### src/rtl/pl_pkg.sv
package pl_pkg;
  // (x - y) mod n for operands already reduced below n
  function automatic int unsigned mod_sub(input int unsigned x, input int unsigned y,
                                          input int unsigned n);
    return (x >= y) ? (x - y) : (x + n - y);
  endfunction

  function automatic int unsigned plane_size(input int unsigned order);
    return order * order + order + 1;
  endfunction
endpackage

### src/rtl/pl_range_gate.sv
module pl_range_gate #(
  parameter int unsigned N = 7,
  parameter int unsigned W = 3
) (
  input  logic [W-1:0] pt_a,
  input  logic [W-1:0] pt_b,
  output logic         in_range,
  output logic         same_pt
);
  assign in_range = (32'(pt_a) < N) && (32'(pt_b) < N);
  assign same_pt  = (pt_a == pt_b);
endmodule

### src/rtl/pl_line_solver.sv
module pl_line_solver
  import pl_pkg::*;
#(
  parameter int unsigned N    = 7,
  parameter int unsigned K    = 3,
  parameter int unsigned W    = 3,
  parameter logic [K*W-1:0] BASE = {3'd3, 3'd1, 3'd0}
) (
  input  logic [W-1:0]   pt_a,
  input  logic [W-1:0]   pt_b,
  output logic [K*K-1:0] pair_hit,
  output logic [W-1:0]   line_pair,
  output logic [W-1:0]   line_self
);
  localparam int unsigned PAIRS = K * K;

  logic [W-1:0] cand [PAIRS];
  logic [W-1:0] step_ab;

  assign step_ab = W'(mod_sub(32'(pt_b), 32'(pt_a), N));

  // equal points: shift whose first base element lands on the point
  assign line_self = W'(mod_sub(32'(pt_a), 32'(BASE[0 +: W]), N));

  for (genvar i = 0; i < K; i++) begin : g_first
    for (genvar j = 0; j < K; j++) begin : g_second
      localparam int unsigned IDX = i * K + j;
      if (i == j) begin : g_diag
        assign pair_hit[IDX] = 1'b0;
        assign cand[IDX]     = '0;
      end else begin : g_off
        localparam int unsigned GAP =
          mod_sub(32'(BASE[j*W +: W]), 32'(BASE[i*W +: W]), N);
        assign pair_hit[IDX] = (32'(step_ab) == GAP);
        assign cand[IDX]     = pair_hit[IDX]
                             ? W'(mod_sub(32'(pt_a), 32'(BASE[i*W +: W]), N))
                             : '0;
      end
    end
  end

  // perfect difference set: at most one candidate is non-masked
  always_comb begin
    line_pair = '0;
    for (int p = 0; p < PAIRS; p++) line_pair = line_pair | cand[p];
  end
endmodule

### src/rtl/pl_pair_line_assigner.sv
module pl_pair_line_assigner
  import pl_pkg::*;
#(
  parameter int unsigned S    = 2,
  parameter int unsigned N    = plane_size(S),
  parameter int unsigned K    = S + 1,
  parameter int unsigned W    = $clog2(N),
  parameter logic [K*W-1:0] BASE = {3'd3, 3'd1, 3'd0}
) (
  input  logic         clk,
  input  logic         rst,
  input  logic         vld_i,
  input  logic [W-1:0] pt_a_i,
  input  logic [W-1:0] pt_b_i,
  output logic         vld_o,
  output logic [W-1:0] line_o,
  output logic         same_o,
  output logic         err_o
);
  logic           in_range;
  logic           same_pt;
  logic [K*K-1:0] pair_hit;
  logic [W-1:0]   line_pair;
  logic [W-1:0]   line_self;
  logic [W-1:0]   line_next;
  logic           accept;
  logic           reject;

  pl_range_gate #(.N(N), .W(W)) u_gate (
    .pt_a(pt_a_i), .pt_b(pt_b_i), .in_range(in_range), .same_pt(same_pt)
  );

  pl_line_solver #(.N(N), .K(K), .W(W), .BASE(BASE)) u_solver (
    .pt_a(pt_a_i), .pt_b(pt_b_i), .pair_hit(pair_hit),
    .line_pair(line_pair), .line_self(line_self)
  );

  assign accept    = vld_i && in_range;
  assign reject    = vld_i && !in_range;
  assign line_next = same_pt ? line_self : line_pair;

  always_ff @(posedge clk) begin
    if (rst) begin
      vld_o  <= 1'b0;
      err_o  <= 1'b0;
      same_o <= 1'b0;
      line_o <= '0;
    end else begin
      vld_o  <= accept;
      err_o  <= reject;
      same_o <= accept && same_pt;
      line_o <= accept ? line_next : '0;
    end
  end
endmodule

### config.mk
export PLATFORM = sky130hd
export DESIGN_NAME = pl_pair_line_assigner
export DESIGN_NICKNAME = d
export VERILOG_FILES = /design/src/rtl/pl_pkg.sv /design/src/rtl/pl_range_gate.sv /design/src/rtl/pl_line_solver.sv /design/src/rtl/pl_pair_line_assigner.sv
export SDC_FILE = /design/constraint.sdc
export NUM_CORES = 1
export LEC_CHECK = 0
export CAP_MARGIN = 20
export CORE_MARGIN = 1.5
export CORE_UTILIZATION = 46
export DETAILED_ROUTE_END_ITERATION = 6
export MAX_ROUTING_LAYER = met4
export PLACE_DENSITY = 0.74
export SLEW_MARGIN = 40
export SYNTH_ARGS = -nofsm -noshare
export SYNTH_HDL_FRONTEND = slang
export SYNTH_HIERARCHICAL = 1
export SYNTH_SLANG_ARGS = --single-unit
export TNS_END_PERCENT = 100
### constraint.sdc
create_clock -name clk -period 2.58 [get_ports clk]
set_clock_uncertainty 0.2 [all_clocks]
set_input_delay 0.516 -clock clk [delete_from_list [all_inputs] [get_ports clk]]
set_output_delay 0.516 -clock clk [all_outputs]
set_load 0.02 [all_outputs]
Yosys cells after proc, flatten, opt, wreduce, memory -nomap -nowiden

Cells that the tools add are included.

Reductions and logical operators: 6
Equality and inequality tests: 7
Multiplexer cells: 10
$add $sub $neg: 8
Bitwise gates (word level): 6
Magnitude comparators: 5

Operator list:

| cell                                                                   | count |
|---|---|
| 3-bit 2-to-1 mux                                                       | 10 |
| 3-bit OR                                                               | 5 |
| 3-bit == test (second input constant)                                  | 3 |
| 3-bit adder (second input constant)                                    | 2 |
| 3-bit by 2-bit == test with 1-bit output (second input constant)       | 2 |
| 3-bit < comparator (second input constant)                             | 2 |
| 3-bit by 1-bit subtractor with 3-bit output (second input constant)    | 2 |
| 3-bit by 2-bit subtractor with 3-bit output (second input constant)    | 2 |
| 3-bit subtractor                                                       | 2 |
| 1-bit logical AND                                                      | 4 |
| 3-bit by 1-bit == test with 1-bit output (second input constant)       | 1 |
| 3-bit == test                                                          | 1 |
| 3-bit by 1-bit >= comparator with 1-bit output (second input constant) | 1 |
| 3-bit by 2-bit >= comparator with 1-bit output (second input constant) | 1 |
| 3-bit >= comparator                                                    | 1 |
| 2-bit OR reduction                                                     | 1 |
| 1-bit zero test                                                        | 1 |
| 1-bit NOT                                                              | 1 |

Input bits: 9
Bits in registers: 6

Logic depth before layout (Yosys ltp)

Gate-level depths: netlist of the first run.

Depth in word-level cells: 11
Mapped depth: 11
Gate-level depth less buffers: 11

Cells and area by module

Netlist of the first run, hierarchy kept.

By module, submodules not included:

| module                | cells an instance | area each (um^2) | times used | seq. area each (um^2) |
|---|---|---|---|---|
| pl_line_solver        | 83                | 610.6            | 1          | 0.0 |
| pl_pair_line_assigner | 17                | 187.7            | 1          | 120.1 |
| pl_range_gate         | 6                 | 48.8             | 1          | 0.0 |

Least setup slack after synthesis of the first run

Ideal clock, no wire load.

Kind: input -> register
Start: in pt_a_i[0]
End: reg line_o[0]
Stages: 11
Arrival: 2.258 ns
Required time: 2.261 ns
Path slack: 0.003 ns
Library setup time: 0.119 ns
Cells stage by stage: inv_1 ha_1 inv_1 fa_1 nand3b_1 a21oi_1 a41o_1 or2_4 a221o_1 mux2i_1 nor2_1

Word-level cells in the longest chain between the ends: 10

RTL lines:

| item                                                                | line                        | RTL |
|---|---|---|
| start, declared                                                     | pl_pair_line_assigner.sv:13 | `input logic [W-1:0] pt_a_i,` |
| parallel branches: the longest is 8 deep, another holds 3-bit adder | -                           |  |
| 3-bit OR (*)                                                        | pl_line_solver.sv:45        | `for (int p = 0; p < PAIRS; p++) line_pair = line_pair \| cand[p];` |
| net line_pair[0]                                                    | pl_pair_line_assigner.sv:23 | `logic [W-1:0] line_pair;` |
| 3-bit 2-to-1 mux (*)                                                | pl_pair_line_assigner.sv:40 | `assign line_next = same_pt ? line_self : line_pair;` |
| end signal, assigned                                                | pl_pair_line_assigner.sv:52 | `line_o <= accept ? line_next : '0;` |
| end, declared                                                       | pl_pair_line_assigner.sv:16 | `output logic [W-1:0] line_o,` |

Mark *: on every way through the listed nets, which the timed path passes.
A chain may end at the register's enable or synchronous reset.

Worst setup path after layout of the first run

Same ends and word-level chain as after synthesis.

==> results of run 1 <==
[what timing repair did]
item	in CTS	in global routing
pin swaps	6	8
setup endpoints to repair	3	3
endpoints found under the hold margin	0	0
gates resized for setup	19	14
[power by group]
group | switching (mW) | internal (mW)
clock | 0.0300 | 0.0523
combinational | 0.0963 | 0.102
sequential | 0.00119 | 0.0982
[layer usage]
metal / part of all wire (%) / wire, um / up-vias
li1: - / - / 366
met1: 42 / 722 / 328
met2: 54 / 934 / 21
met3: 3.0 / 51 / 2
met4: 0.81 / 14 / 0
met5: 0 / 0 / -
[worst paths after layout]
check / cells after the start / to / slack, ns / startpoint
worst max-delay path: 12 / line_o[0] / 0.09 / pt_a_i[0]
worst min-delay path: 4 / line_o[0] / 0.60 / pt_a_i[0]
[area by class of cell]
type                       instances  area [um2]
multi-input combinational         69       618.1
timing repair buffer              31       252.7
tap                               16       20.02
fill                             127       449.2
clock buffer                       3       22.52
sequential                         6       120.1
inverter                          11       41.29
[state kept, by name (all words and copies together), names as in the netlist]
register and cells:
line_o 3, vld_o 1, err_o 1, same_o 1
==> impl_metrics.yaml, run 1 <==
timing:
  max_freq_mhz: 401.2
  finalSetupViolations: 0
  setup_tns_ns: 0
  relSlewSlack_pct: 75.88
  worstMarginPinSlew_ns: 0.3598
  fin_ws_ns: 0.08746
  post-route-period-util_pct: 96.61
  hold_viol_final: 0
  whs_ns: 0.5993
  rsz0062_at_grt: "no"
  slew_violations: 0
  min_period_ns: 2.493
setup_path:
  cp_top_family: "compound AO/OA/AOI/OAI gates"
  max_stage_delay_ns: 0.40
  path_cells: "buf_4 -> inv_2 -> ha_4 -> inv_2 -> fa_2 -> nand3b_1 -> a21oi_2 -> a41o_1 -> or2_4 -> a221o_1 -> mux2i_1 -> nor2_1"
  path_class: "input pin to flip-flop"
  cp_slowest_cell: "fa_2"
  path_common_cell: "inv_2"
  worstPathArrival_ns: 2.42
  worstPathRequired_ns: 2.50
  cp_max_fo: 3
  critPathBufInv: 3
  worstSetupEndpointType: "flip-flop"
  crit_path_start_kind: "input pin"
detailed_routing:
  final_antenna_net_count: 0
  wirelength_um: 1723
  num_vias: 717
  drt_iter0_drc: 14
  drt_pass1_iterations: 4
  drc: 0
  via_per_inst: 5.272
  wl_per_cell_um: 12.67
synth:
  avgSynthCellArea_um2: 8.369
  syn_nets: 111
  netlist_area_um2: 753.2
  yosysWarnings: 6
  syn-instance-count: 90
global_route:
  grt_pass1_wl_um: 3015
  antenna_found_initial: 0
  grt-ovfl-total: 0
  track_usage_pct: 21.16
  use_met1_pct: 25.89
  grt_max_degree: 12
  grtUsageMet2_pct: 37.01
  grt_pass1_vias: 747
  grtUsageMet3_pct: 0
  grt.busiest_layer: "met2"
placement:
  dp_hpwl_um: 1374
  dpl-instance-area_um2: 1007
  numPlacedInstances: 133
  pre_cts_ws_ns: -0.5263
  gp_congestion: 0.8692
  portBuffers: 14
floorplan:
  rows: 14
  initial_core_util_pct: 49.43
  core-area_um2: 1524
  die_area_um2: 1889
  die-height_um: 43.47
  ios: 15
  die_x_um: 43.47
finish:
  design_area_um2: 1075
  syn2layout_area_growth_pct: 42.69
  fin_cells: 136
  final_util_pct: 70.53
  layout_commonest_cell: "buf_4"
  drive_gt1_share_pct: 37.50
  nets: 143
  diodes: 0
  layout_common_cells: "18 x buf_4, 8 x nor2_1, 8 x clkdlybuf4s50_1, 7 x ha_1"
pwr:
  power_mw: 0.3801
  power_density_nw_per_um2: 353.6
  ir_worst_vdd_v: 0.0001613
  p_leak_nw: 0.4910
cts:
  cts-root-buf: "clkbuf_4"
  clockBufferDepth: 2
  htree_levels: 1
  cts_tree: "done"
  clk_pin_slew_ns: 0.04
  post_cts_buffers: 0
  cts_made_buffers: 3
  cts_hold_buf: 0
  cts.sinks: 6
outcome:
  status: "finished, final reports clean"
worst_hold_path:
  holdCritPathClass: "input pin to flip-flop"
run:
  maxCapViolCount: 0
Power figures use the tool's default switching activity.
==> run 2, diff against run 1 <==
PLACE_DENSITY = 0.77   (was 0.74)
==> impl_metrics.yaml, run 2 (synthesis gave the netlist of run 1 again) <==
cts:
  cts_tree: "done"
  cts_made_buffers: 3
  clk_pin_slew_ns: 0.04
  cts-root-buf: "clkbuf_4"
  clockBufferDepth: 2
  cts.sinks: 6
  htree_levels: 1
  cts_hold_buf: 0
setup_path:
  cp_max_fo: 3
  worstPathArrival_ns: 2.48
  path_class: "input pin to flip-flop"
  worstPathRequired_ns: 2.51
  worstSetupEndpointType: "flip-flop"
  crit_path_start_kind: "input pin"
floorplan:
  ios: 15
  rows: 14
  die_area_um2: 1889
  die_x_um: 43.47
  initial_core_util_pct: 49.43
  die-height_um: 43.47
  core-area_um2: 1524
global_route:
  track_usage_pct: 21.13
  grt_pass1_vias: 722
  grt_max_degree: 12
  antenna_found_initial: 0
  grt_pass1_wl_um: 2994
  grt-ovfl-total: 0
finish:
  nets: 144
  diodes: 0
  largest_reg_flops: 3
  drive_gt1_share_pct: 33.88
  layout_commonest_cell: "buf_4"
  top_register: "line_o"
  layout_common_cells: "19 x buf_4, 9 x nor2_1, 8 x clkdlybuf4s50_1, 7 x ha_1"
  design_area_um2: 1065
  syn2layout_area_growth_pct: 41.36
timing:
  setup_tns_ns: 0
  finalSetupViolations: 0
  whs_ns: 0.5823
  worstMarginPinSlew_ns: 0.3693
  hold_viol_final: 0
  slew_violations: 0
  post-route-period-util_pct: 98.82
  max_freq_mhz: 392.2
  relSlewSlack_pct: 75.25
  min_period_ns: 2.550
detailed_routing:
  wl_met2_um: 893
  highest_layer: "met4"
  drt_iter0_drc: 15
  drc: 0
  drt_pass1_iterations: 4
  wl_per_cell_um: 12.61
  via_per_inst: 5.219
  wl_met3_um: 46
  wirelength_um: 1727
  final_antenna_net_count: 0
  num_vias: 715
  met1_length_um: 779
worst_hold_path:
  holdPathStages: 4
  holdCritPathClass: "input pin to flip-flop"
  holdPathEnd: "line_o[0]"
  hp-start: "pt_a_i[0]"
pwr:
  power.switching_mw: 0.1293
  p_comb_share_pct: 51.8
  p_leak_nw: 0.4910
  power.share.clock_pct: 22.2
  power_density_nw_per_um2: 358.5
  ir_worst_vdd_v: 0.0001411
  swShare_pct: 33.88
  power_mw: 0.3817
  p_int_mw: 0.2523
  pwr-share-seq_pct: 26.0
placement:
  gp_congestion: 0.9214
  portBuffers: 14
  dp_hpwl_um: 1372
  dpl-instance-area_um2: 1007
outcome:
  status: "finished, final reports clean"
run:
  maxCapViolCount: 0
[run 2: cell count changes in the layout (fill, tap and decap cells not counted), sizes merged]
cell | before | now
buf | 19 | 20
clkbuf | 4 | 3
dlygate4sd2 | 2 | 3
[run 2: how the worst max path moves through the flow]
stage	start	endpoint	slack (ns)	cells after the start
2_1_floorplan	pt_a_i[0]	line_o[0]	0.01	11
3_3_place_gp	pt_a_i[0]	line_o[0]	-0.56	12
3_5_place_dp	pt_a_i[0]	line_o[0]	-0.57	12
4_1_cts	pt_b_i[0]	line_o[0]	0.01	11
5_1_grt	pt_a_i[0]	line_o[2]	-0.01	12
6_report	pt_a_i[0]	line_o[2]	0.03	12
[run 2: what timing repair did]
| action | 4_1_cts | 5_1_grt |
|---|---|---|
| setup buffers | 0 | 1 |
| endpoints found under the hold margin | 0 | 0 |
| cloned | 0 | 0 |
| pin swaps | 6 | 5 |
| setup endpoints to repair | 3 | 3 |
| resized for setup | 20 | 7 |
[run 2: layout make-up]
type	count	area, um2
Fill cell	127	459.2
Tap cell	16	20.02
Sequential cell	6	120.1
Clock buffer	3	22.52
Timing Repair Buffer	32	264.0
Multi-Input combinational cell	69	594.3
Inverter	11	43.79
[run 2: per-layer routing]
metal  vias up  track usage [%]
met3         2            3.333
met1       325            26.85
met2        17            34.03
met4         0            7.273
li1        371                -
met5         -                -
[run 2: worst max-delay path, stage by stage]
cell and delay [ns]:
buf_4 0.14, inv_4 0.05, ha_2 0.15, inv_1 0.05, fa_2 0.41, nand3b_1 0.10
a21oi_1 0.07, a41o_1 0.22, or2_4 0.24, a221o_1 0.34, mux2i_1 0.12, nor2_1 0.05
[run 2: power groups by stage]
| stage | sequential (mW) | clock (mW) | combinational, mW |
|---|---|---|---|
| floorplan | 0.107 | 0 | 0.110 |
| global placement | 0.101 | 0 | 0.180 |
| detailed placement | 0.101 | 0 | 0.185 |
| CTS | 0.0992 | 0.0853 | 0.192 |
| global route | 0.0994 | 0.0926 | 0.216 |
| finish | 0.0992 | 0.0849 | 0.198 |
[run 2: per-stage QoR]
step | std cells | utilization (%) | setup WS (ns)
3_5_place_dp | 133 | 66.09 | -0.5669
2_1_floorplan | 90 | - | 0.01191
5_1_grt | 137 | 69.87 | -0.01278
3_3_place_gp | 133 | 66.09 | -0.5571
6_report | 137 | 69.87 | 0.03034
4_1_cts | 136 | 68.97 | 0.01087
